[src/rtl/bus_cycle_sched.sv]
module bus_cycle_sched #(
  parameter int AW = 24,
  parameter int QDEPTH = 3
) (
  input  logic          clk,
  input  logic          rst_n,
  input  logic          op_req,
  input  logic          op_we,
  input  logic [1:0]    op_size,
  input  logic [AW-1:0] op_addr,
  input  logic [31:0]   op_wdata,
  output logic          op_ack,
  output logic [31:0]   op_rdata,
  input  logic [AW-1:0] pf_addr,
  input  logic          cof_hint,
  input  logic          flush,
  output logic          pf_gnt,
  output logic          iq_valid,
  output logic [15:0]   iq_word,
  input  logic          iq_pop,
  input  logic          narrow_port,
  output logic          bus_req,
  output logic          bus_we,
  output logic          bus_byte,
  output logic [AW-1:0] bus_addr,
  output logic [15:0]   bus_wdata,
  input  logic          bus_ack,
  input  logic [15:0]   bus_rdata
);
  localparam int CW = $clog2(QDEPTH + 1);
  localparam int PW = (QDEPTH > 1) ? $clog2(QDEPTH) : 1;
  localparam logic [1:0] SZ_BYTE = 2'd0;
  localparam logic [1:0] SZ_WORD = 2'd1;

  typedef enum logic [1:0] {K_PF, K_RD, K_WR} kind_e;

  logic          wb_full;
  logic [AW-1:0] wb_addr;
  logic [1:0]    wb_size;
  logic [31:0]   wb_data;

  logic          busy, drop, narrow;
  kind_e         kind;
  logic [AW-1:0] cur_addr;
  logic [2:0]    beats_left;
  logic [31:0]   shreg;

  logic [15:0]   iq_mem [QDEPTH];
  logic [PW-1:0] rd_ptr, wr_ptr;
  logic [CW-1:0] iq_cnt;

  logic rd_pend, wr_pend, wr_accept;
  logic start_wr, start_rd, start_pf, start;
  logic beat_done, last_beat, iq_push, iq_take;
  logic [AW-1:0] st_addr;
  logic [1:0]    st_size;
  logic          st_narrow;
  logic [2:0]    st_beats;
  logic [31:0]   st_shreg, acc_next, wr_shift;

  function automatic logic [PW-1:0] nxt(input logic [PW-1:0] p);
    return (p == PW'(QDEPTH - 1)) ? '0 : p + 1'b1;
  endfunction

  assign rd_pend   = op_req && !op_we && !op_ack;
  assign wr_pend   = op_req && op_we && !op_ack;
  assign wr_accept = wr_pend && !wb_full;

  assign start_wr = !busy && wb_full;
  assign start_rd = !busy && !wb_full && rd_pend;
  assign start_pf = !busy && !wb_full && !rd_pend && !wr_pend && !cof_hint && !flush
                    && (iq_cnt < CW'(QDEPTH));
  assign start    = start_wr || start_rd || start_pf;

  assign st_addr   = start_wr ? wb_addr : (start_rd ? op_addr : pf_addr);
  assign st_size   = start_wr ? wb_size : (start_rd ? op_size : SZ_WORD);
  assign st_narrow = (st_size == SZ_BYTE) || narrow_port;

  always_comb begin
    case (st_size)
      SZ_BYTE: st_beats = 3'd1;
      SZ_WORD: st_beats = narrow_port ? 3'd2 : 3'd1;
      default: st_beats = narrow_port ? 3'd4 : 3'd2;
    endcase
    if (!start_wr)               st_shreg = 32'h0;
    else if (wb_size == SZ_BYTE) st_shreg = {wb_data[7:0], 24'h0};
    else if (wb_size == SZ_WORD) st_shreg = {wb_data[15:0], 16'h0};
    else                         st_shreg = wb_data;
  end

  assign beat_done = busy && bus_ack;
  assign last_beat = beat_done && (beats_left == 3'd1);
  assign acc_next  = narrow ? {shreg[23:0], bus_rdata[7:0]} : {shreg[15:0], bus_rdata};
  assign wr_shift  = narrow ? {shreg[23:0], 8'h00} : {shreg[15:0], 16'h0000};

  assign iq_push = last_beat && (kind == K_PF) && !drop && !flush;
  assign iq_take = iq_pop && iq_valid && !flush;

  assign bus_req   = busy;
  assign bus_we    = busy && (kind == K_WR);
  assign bus_byte  = narrow;
  assign bus_addr  = cur_addr;
  assign bus_wdata = (kind != K_WR) ? 16'h0000 :
                     (narrow ? {8'h00, shreg[31:24]} : shreg[31:16]);
  assign iq_valid  = (iq_cnt != '0);
  assign iq_word   = iq_mem[rd_ptr];

  always_ff @(posedge clk) begin
    if (!rst_n) begin
      busy       <= 1'b0;
      kind       <= K_PF;
      drop       <= 1'b0;
      narrow     <= 1'b0;
      cur_addr   <= '0;
      beats_left <= '0;
      shreg      <= '0;
      wb_full    <= 1'b0;
      wb_addr    <= '0;
      wb_size    <= SZ_BYTE;
      wb_data    <= '0;
      op_ack     <= 1'b0;
      op_rdata   <= '0;
      pf_gnt     <= 1'b0;
    end else begin
      op_ack <= 1'b0;
      pf_gnt <= start_pf;
      if (wr_accept) begin
        wb_full <= 1'b1;
        wb_addr <= op_addr;
        wb_size <= op_size;
        wb_data <= op_wdata;
        op_ack  <= 1'b1;
      end
      if (start) begin
        busy       <= 1'b1;
        drop       <= 1'b0;
        kind       <= start_wr ? K_WR : (start_rd ? K_RD : K_PF);
        narrow     <= st_narrow;
        cur_addr   <= st_addr;
        beats_left <= st_beats;
        shreg      <= st_shreg;
      end else begin
        if (flush && busy && kind == K_PF) drop <= 1'b1;
        if (beat_done) begin
          cur_addr   <= cur_addr + (narrow ? AW'(1) : AW'(2));
          beats_left <= beats_left - 3'd1;
          shreg      <= (kind == K_WR) ? wr_shift : acc_next;
          if (last_beat) begin
            busy <= 1'b0;
            if (kind == K_RD) begin
              op_ack   <= 1'b1;
              op_rdata <= acc_next;
            end
            if (kind == K_WR) wb_full <= 1'b0;
          end
        end
      end
    end
  end

  always_ff @(posedge clk) begin
    if (iq_push) iq_mem[wr_ptr] <= acc_next[15:0];
  end

  always_ff @(posedge clk) begin
    if (!rst_n || flush) begin
      rd_ptr <= '0;
      wr_ptr <= '0;
      iq_cnt <= '0;
    end else begin
      if (iq_push) wr_ptr <= nxt(wr_ptr);
      if (iq_take) rd_ptr <= nxt(rd_ptr);
      if (iq_push && !iq_take)      iq_cnt <= iq_cnt + 1'b1;
      else if (!iq_push && iq_take) iq_cnt <= iq_cnt - 1'b1;
    end
  end

  AST_OP_BEFORE_PF: assert property (@(posedge clk) disable iff (!rst_n)
    pf_gnt |-> $past(!op_req || op_ack));
  AST_PF_NO_COF: assert property (@(posedge clk) disable iff (!rst_n)
    pf_gnt |-> $past(!cof_hint && !flush));
  AST_PIPE_ROOM: assert property (@(posedge clk) disable iff (!rst_n)
    (int'(iq_cnt) + int'(busy && kind == K_PF)) <= QDEPTH);
  AST_WB_STALL: assert property (@(posedge clk) disable iff (!rst_n)
    wb_full && $past(wb_full) |-> !op_ack);
  AST_RAW_ORDER: assert property (@(posedge clk) disable iff (!rst_n)
    busy && kind == K_RD |-> !wb_full);
  AST_BEAT_HOLD: assert property (@(posedge clk) disable iff (!rst_n)
    bus_req && !bus_ack |=> bus_req && $stable(bus_addr) && $stable(bus_wdata) && $stable(bus_we));
endmodule

[config.mk]
export PLATFORM = sky130hd
export DESIGN_NAME = bus_cycle_sched
export DESIGN_NICKNAME = d
export VERILOG_FILES = /design/src/rtl/bus_cycle_sched.sv
export SDC_FILE = /design/constraint.sdc
export NUM_CORES = 1
export LEC_CHECK = 0
export ABC_CLOCK_PERIOD_IN_PS = 8000
export CAP_MARGIN = 30
export CORE_MARGIN = 4
export CORE_UTILIZATION = 30
export CTS_CLUSTER_DIAMETER = 200
export DETAILED_ROUTE_END_ITERATION = 16
export PLACE_DENSITY = 0.51
export SETUP_SLACK_MARGIN = 0.4
export SLEW_MARGIN = 20
export SYNTH_ARGS = -nofsm -noshare
export SYNTH_HDL_FRONTEND = slang
export SYNTH_SLANG_ARGS = --single-unit
[constraint.sdc]
create_clock -name clk -period 8 [get_ports clk]
set_input_delay 0.8 -clock clk [delete_from_list [all_inputs] [get_ports clk]]
set_output_delay 0.8 -clock clk [all_outputs]
set_load 0.05 [all_outputs]
==> flow_summary.yaml <==
die:
  dieHeight_um: 187
  pin_count: 201
  dieArea_mm2: 0.0350
  fp.coreArea_mm2: 0.0316
  fp.dieW_um: 187
  initial_utilization_pct: 30.4
  num_rows: 65
global_routing:
  grt_antenna_before_repair: 0
  grt_max_degree: 82
  grt_overflow: 0
  grt_pass1_vias: 8184
  grt_pass1_wl_um: 49300
  grt_use_total_pct: 17.6
cts:
  clk_pin_slew_ns: 0.06
  worstSkewPairLatency_ns: 0.53
  cts_tree: "yes"
  cts.sinks: 213
  cts_buffers: 24
  htree_levels: 1
  clockBufferDepth: 3
  post_cts_resized: 0
  hold_buffers: 0
  postCtsSetupBuffers: 0
  root_buffer: "clkbuf_16"
synth:
  syn_avg_cell_area_um2: 8.65
  yosysSeqAreaShare_pct: 49.4
  synth_area_mm2: 0.00961
  synth_edf_count: 48
  ys_ff_latch: 213
  synthCells: 1111
  yosysWarnings: 0
  ys.flop_type: "dfxtp_1"
  synth_nets: 1224
  ys_async_sr_fraction_pct: 0
  synth_cell_types: 55
detailed_routing:
  num_vias: 8555
  via_per_inst: 5.07
  routed_wl_um: 32400
  dr.first_iter.drc_count: 634
  drt-wirelength-per-cell_um: 19.2
  drt-pass1-iter-count: 7
  drc: 0
  drt.antenna.violating_nets: 0
power_and_ir_drop:
  leakage_nw: 4.41
  power.density_mw_per_mm2: 227
  max-vdd-ir-drop_v: 0.000134
sta:
  rsz0062_at_grt: "false"
  min_period_over_period_pct: 44.7
  finalHoldViolations: 0
  max_freq_ghz: 0.280
  period_minus_slack_ns: 3.57
  setup_tns_ns: 0
  slew_headroom_pct: 39.1
  slew_viol_final: 0
  worst_pin_slew_ns: 0.911
  setup_viol: 0
  final.setup_skew_ns: 0.0148
  holdWs_ns: 0.451
hold_path:
  hold_class: "reg2reg"
critical_path:
  cp-end-kind: "output port"
  critPathLaunchType: "flop"
  path_class: "reg2out"
  crit_fanout: 10
  cp_data_required_time_ns: 7.20
  worstPathArrival_ns: 2.77
placement:
  gp_congestion: 0.854
  dp_cells: 1640
  io_buffers: 200
  post-dp-hpwl_um: 23300
final_layout:
  areaGrowthSynthToFinish_pct: 33.3
  nets: 1379
  layout-drive-gt1-share_pct: 6.54
  nFillCells: 3187
  fin_cells: 1686
  diodes: 0
run_status:
  outcome: "finished, final reports clean"
job:
  maxCapViolCount: 0
[worst max-delay path: stages, from the launching register on]
cell and delay [ns]:
dfxtp_1 0.39, nor2b_1 0.70, and3_1 0.33, clkdlybuf4s50_1 0.83
[cells in the mapped netlist (5+ instances only)]
library cell | instances | area (um2)
a21oi_1 | 115 | 576
a22oi_1 | 11 | 82.6
mux2_2 | 16 | 180
buf_2 | 16 | 80.1
a211oi_1 | 10 | 75.1
clkbuf_1 | 61 | 229
edfxtp_1 | 48 | 1440
nor3_1 | 41 | 205
nor2_1 | 98 | 368
o21ai_0 | 72 | 360
and3_1 | 28 | 175
nand2_1 | 235 | 882
ha_1 | 5 | 62.6
xor2_1 | 12 | 105
mux2i_1 | 42 | 420
buf_4 | 6 | 45.0
nand4_1 | 8 | 50.1
xnor2_1 | 13 | 114
dfxtp_1 | 165 | 3300
a221o_1 | 9 | 90.1
o32ai_1 | 15 | 131
a222oi_1 | 9 | 90.1
nand3_1 | 12 | 60.1
inv_1 | 10 | 37.5
[cells by family after synthesis]
family	synth area share, %
AND/OR/NAND/NOR	20.2
AO/OA/AOI/OAI	16.9
adder cells (fa/ha/maj)	0.859
multiplexers	6.25
XOR/XNOR	2.28
buffers and inverters	4.19
flip-flops	49.4
[layout make-up]
| cell class | instances | area (um2) | area share [%] |
|---|---|---|---|
| Clock inverter | 13 | 213 | 1.66 |
| Timing Repair Buffer | 214 | 2140 | 16.7 |
| Tap cell | 402 | 503 | 3.93 |
| Sequential cell | 213 | 4750 | 37.1 |
| Inverter | 11 | 43.8 | 0.342 |
| Clock buffer | 31 | 677 | 5.29 |
| Multi-Input combinational cell | 802 | 4490 | 35.0 |
[registers in the layout, indices dropped and copies added, names as in the netlist, 2 cells and up, named ones only]
register and cells:
beats_left 3, bus_addr 24, iq_cnt 2, iq_mem 48, kind 2, op_rdata 32, rd_ptr 2, shreg 32
wb_addr 24, wb_data 32, wb_size 2, wr_ptr 2
[through the flow]
stage	setup WS [ns]	power, W	util, %	instance area, um2
after global routing	4.32	0.00303	40.6	12800
final	4.43	0.00291	40.6	12800
after CTS	4.32	0.00293	40.5	12800
after detailed placement	4.25	0.00170	37.7	11900
after floorplan	4.66	0.00151	-	9610
after global placement	4.27	0.00170	37.5	11800
[power breakdown]
part | internal (W) | leakage [nW] | switching (W) | total [W]
clock | 0.000762 | 0.428 | 0.000463 | 0.00123
combinational | 0.000183 | 2.20 | 0.000285 | 0.000467
sequential | 0.00115 | 1.78 | 0.0000581 | 0.00121
[path summary, 6_finish.rpt]
path	from	endpoint	slack [ns]	cells after the start
setup / recovery	kind[1]	bus_wdata[15]	4.43	3
hold / removal	wb_addr[10]	wb_addr[10]	0.45	2
setup reg to reg	wb_full	shreg[24]	4.65	7
hold reg to reg	wb_addr[10]	wb_addr[10]	0.45	2
[per-layer routing]
| layer | part of all wire, % | GRT usage, % | wire length, um | vias up |
|---|---|---|---|---|
| met4 | 1.9 | 3.16 | 626 | 0 |
| met2 | 46 | 28.6 | 14800 | 254 |
| met3 | 5.7 | 3.51 | 1850 | 31 |
| met1 | 47 | 24.6 | 15100 | 4053 |
| li1 | - | - | - | 4217 |
| met5 | 0 | 0 | 0 | - |
[placed cells by master, fill, tap and decap left out, types with 3 or more instances in the layout]
cell type | synthesis | final
nor2b_1 | 3 | 3
nand2b_1 | 4 | 4
dfxtp_1 | 165 | 164
clkinvlp_4 | 0 | 3
clkinv_2 | 0 | 3
a31oi_1 | 4 | 4
a221o_1 | 9 | 9
mux2i_1 | 42 | 42
a221oi_1 | 3 | 3
a222oi_1 | 9 | 9
nor2_1 | 98 | 98
xor2_1 | 12 | 12
xnor2_1 | 13 | 13
nand4_1 | 8 | 8
buf_8 | 0 | 4
clkdlybuf4s50_1 | 0 | 200
nand3_1 | 12 | 12
nand2_1 | 235 | 235
a21o_1 | 4 | 4
clkbuf_16 | 0 | 24
o21ai_0 | 72 | 72
a211oi_1 | 10 | 10
mux2_2 | 16 | 16
nor4_1 | 3 | 3
o32ai_1 | 15 | 15
clkbuf_8 | 0 | 5
bufinv_16 | 0 | 5
inv_1 | 10 | 9
buf_4 | 6 | 10
nor3_1 | 41 | 40
and3_1 | 28 | 28
edfxtp_1 | 48 | 48
a21oi_1 | 115 | 115
ha_1 | 5 | 5
a22oi_1 | 11 | 11
Note: power is estimated with default switching activity, not from simulation.
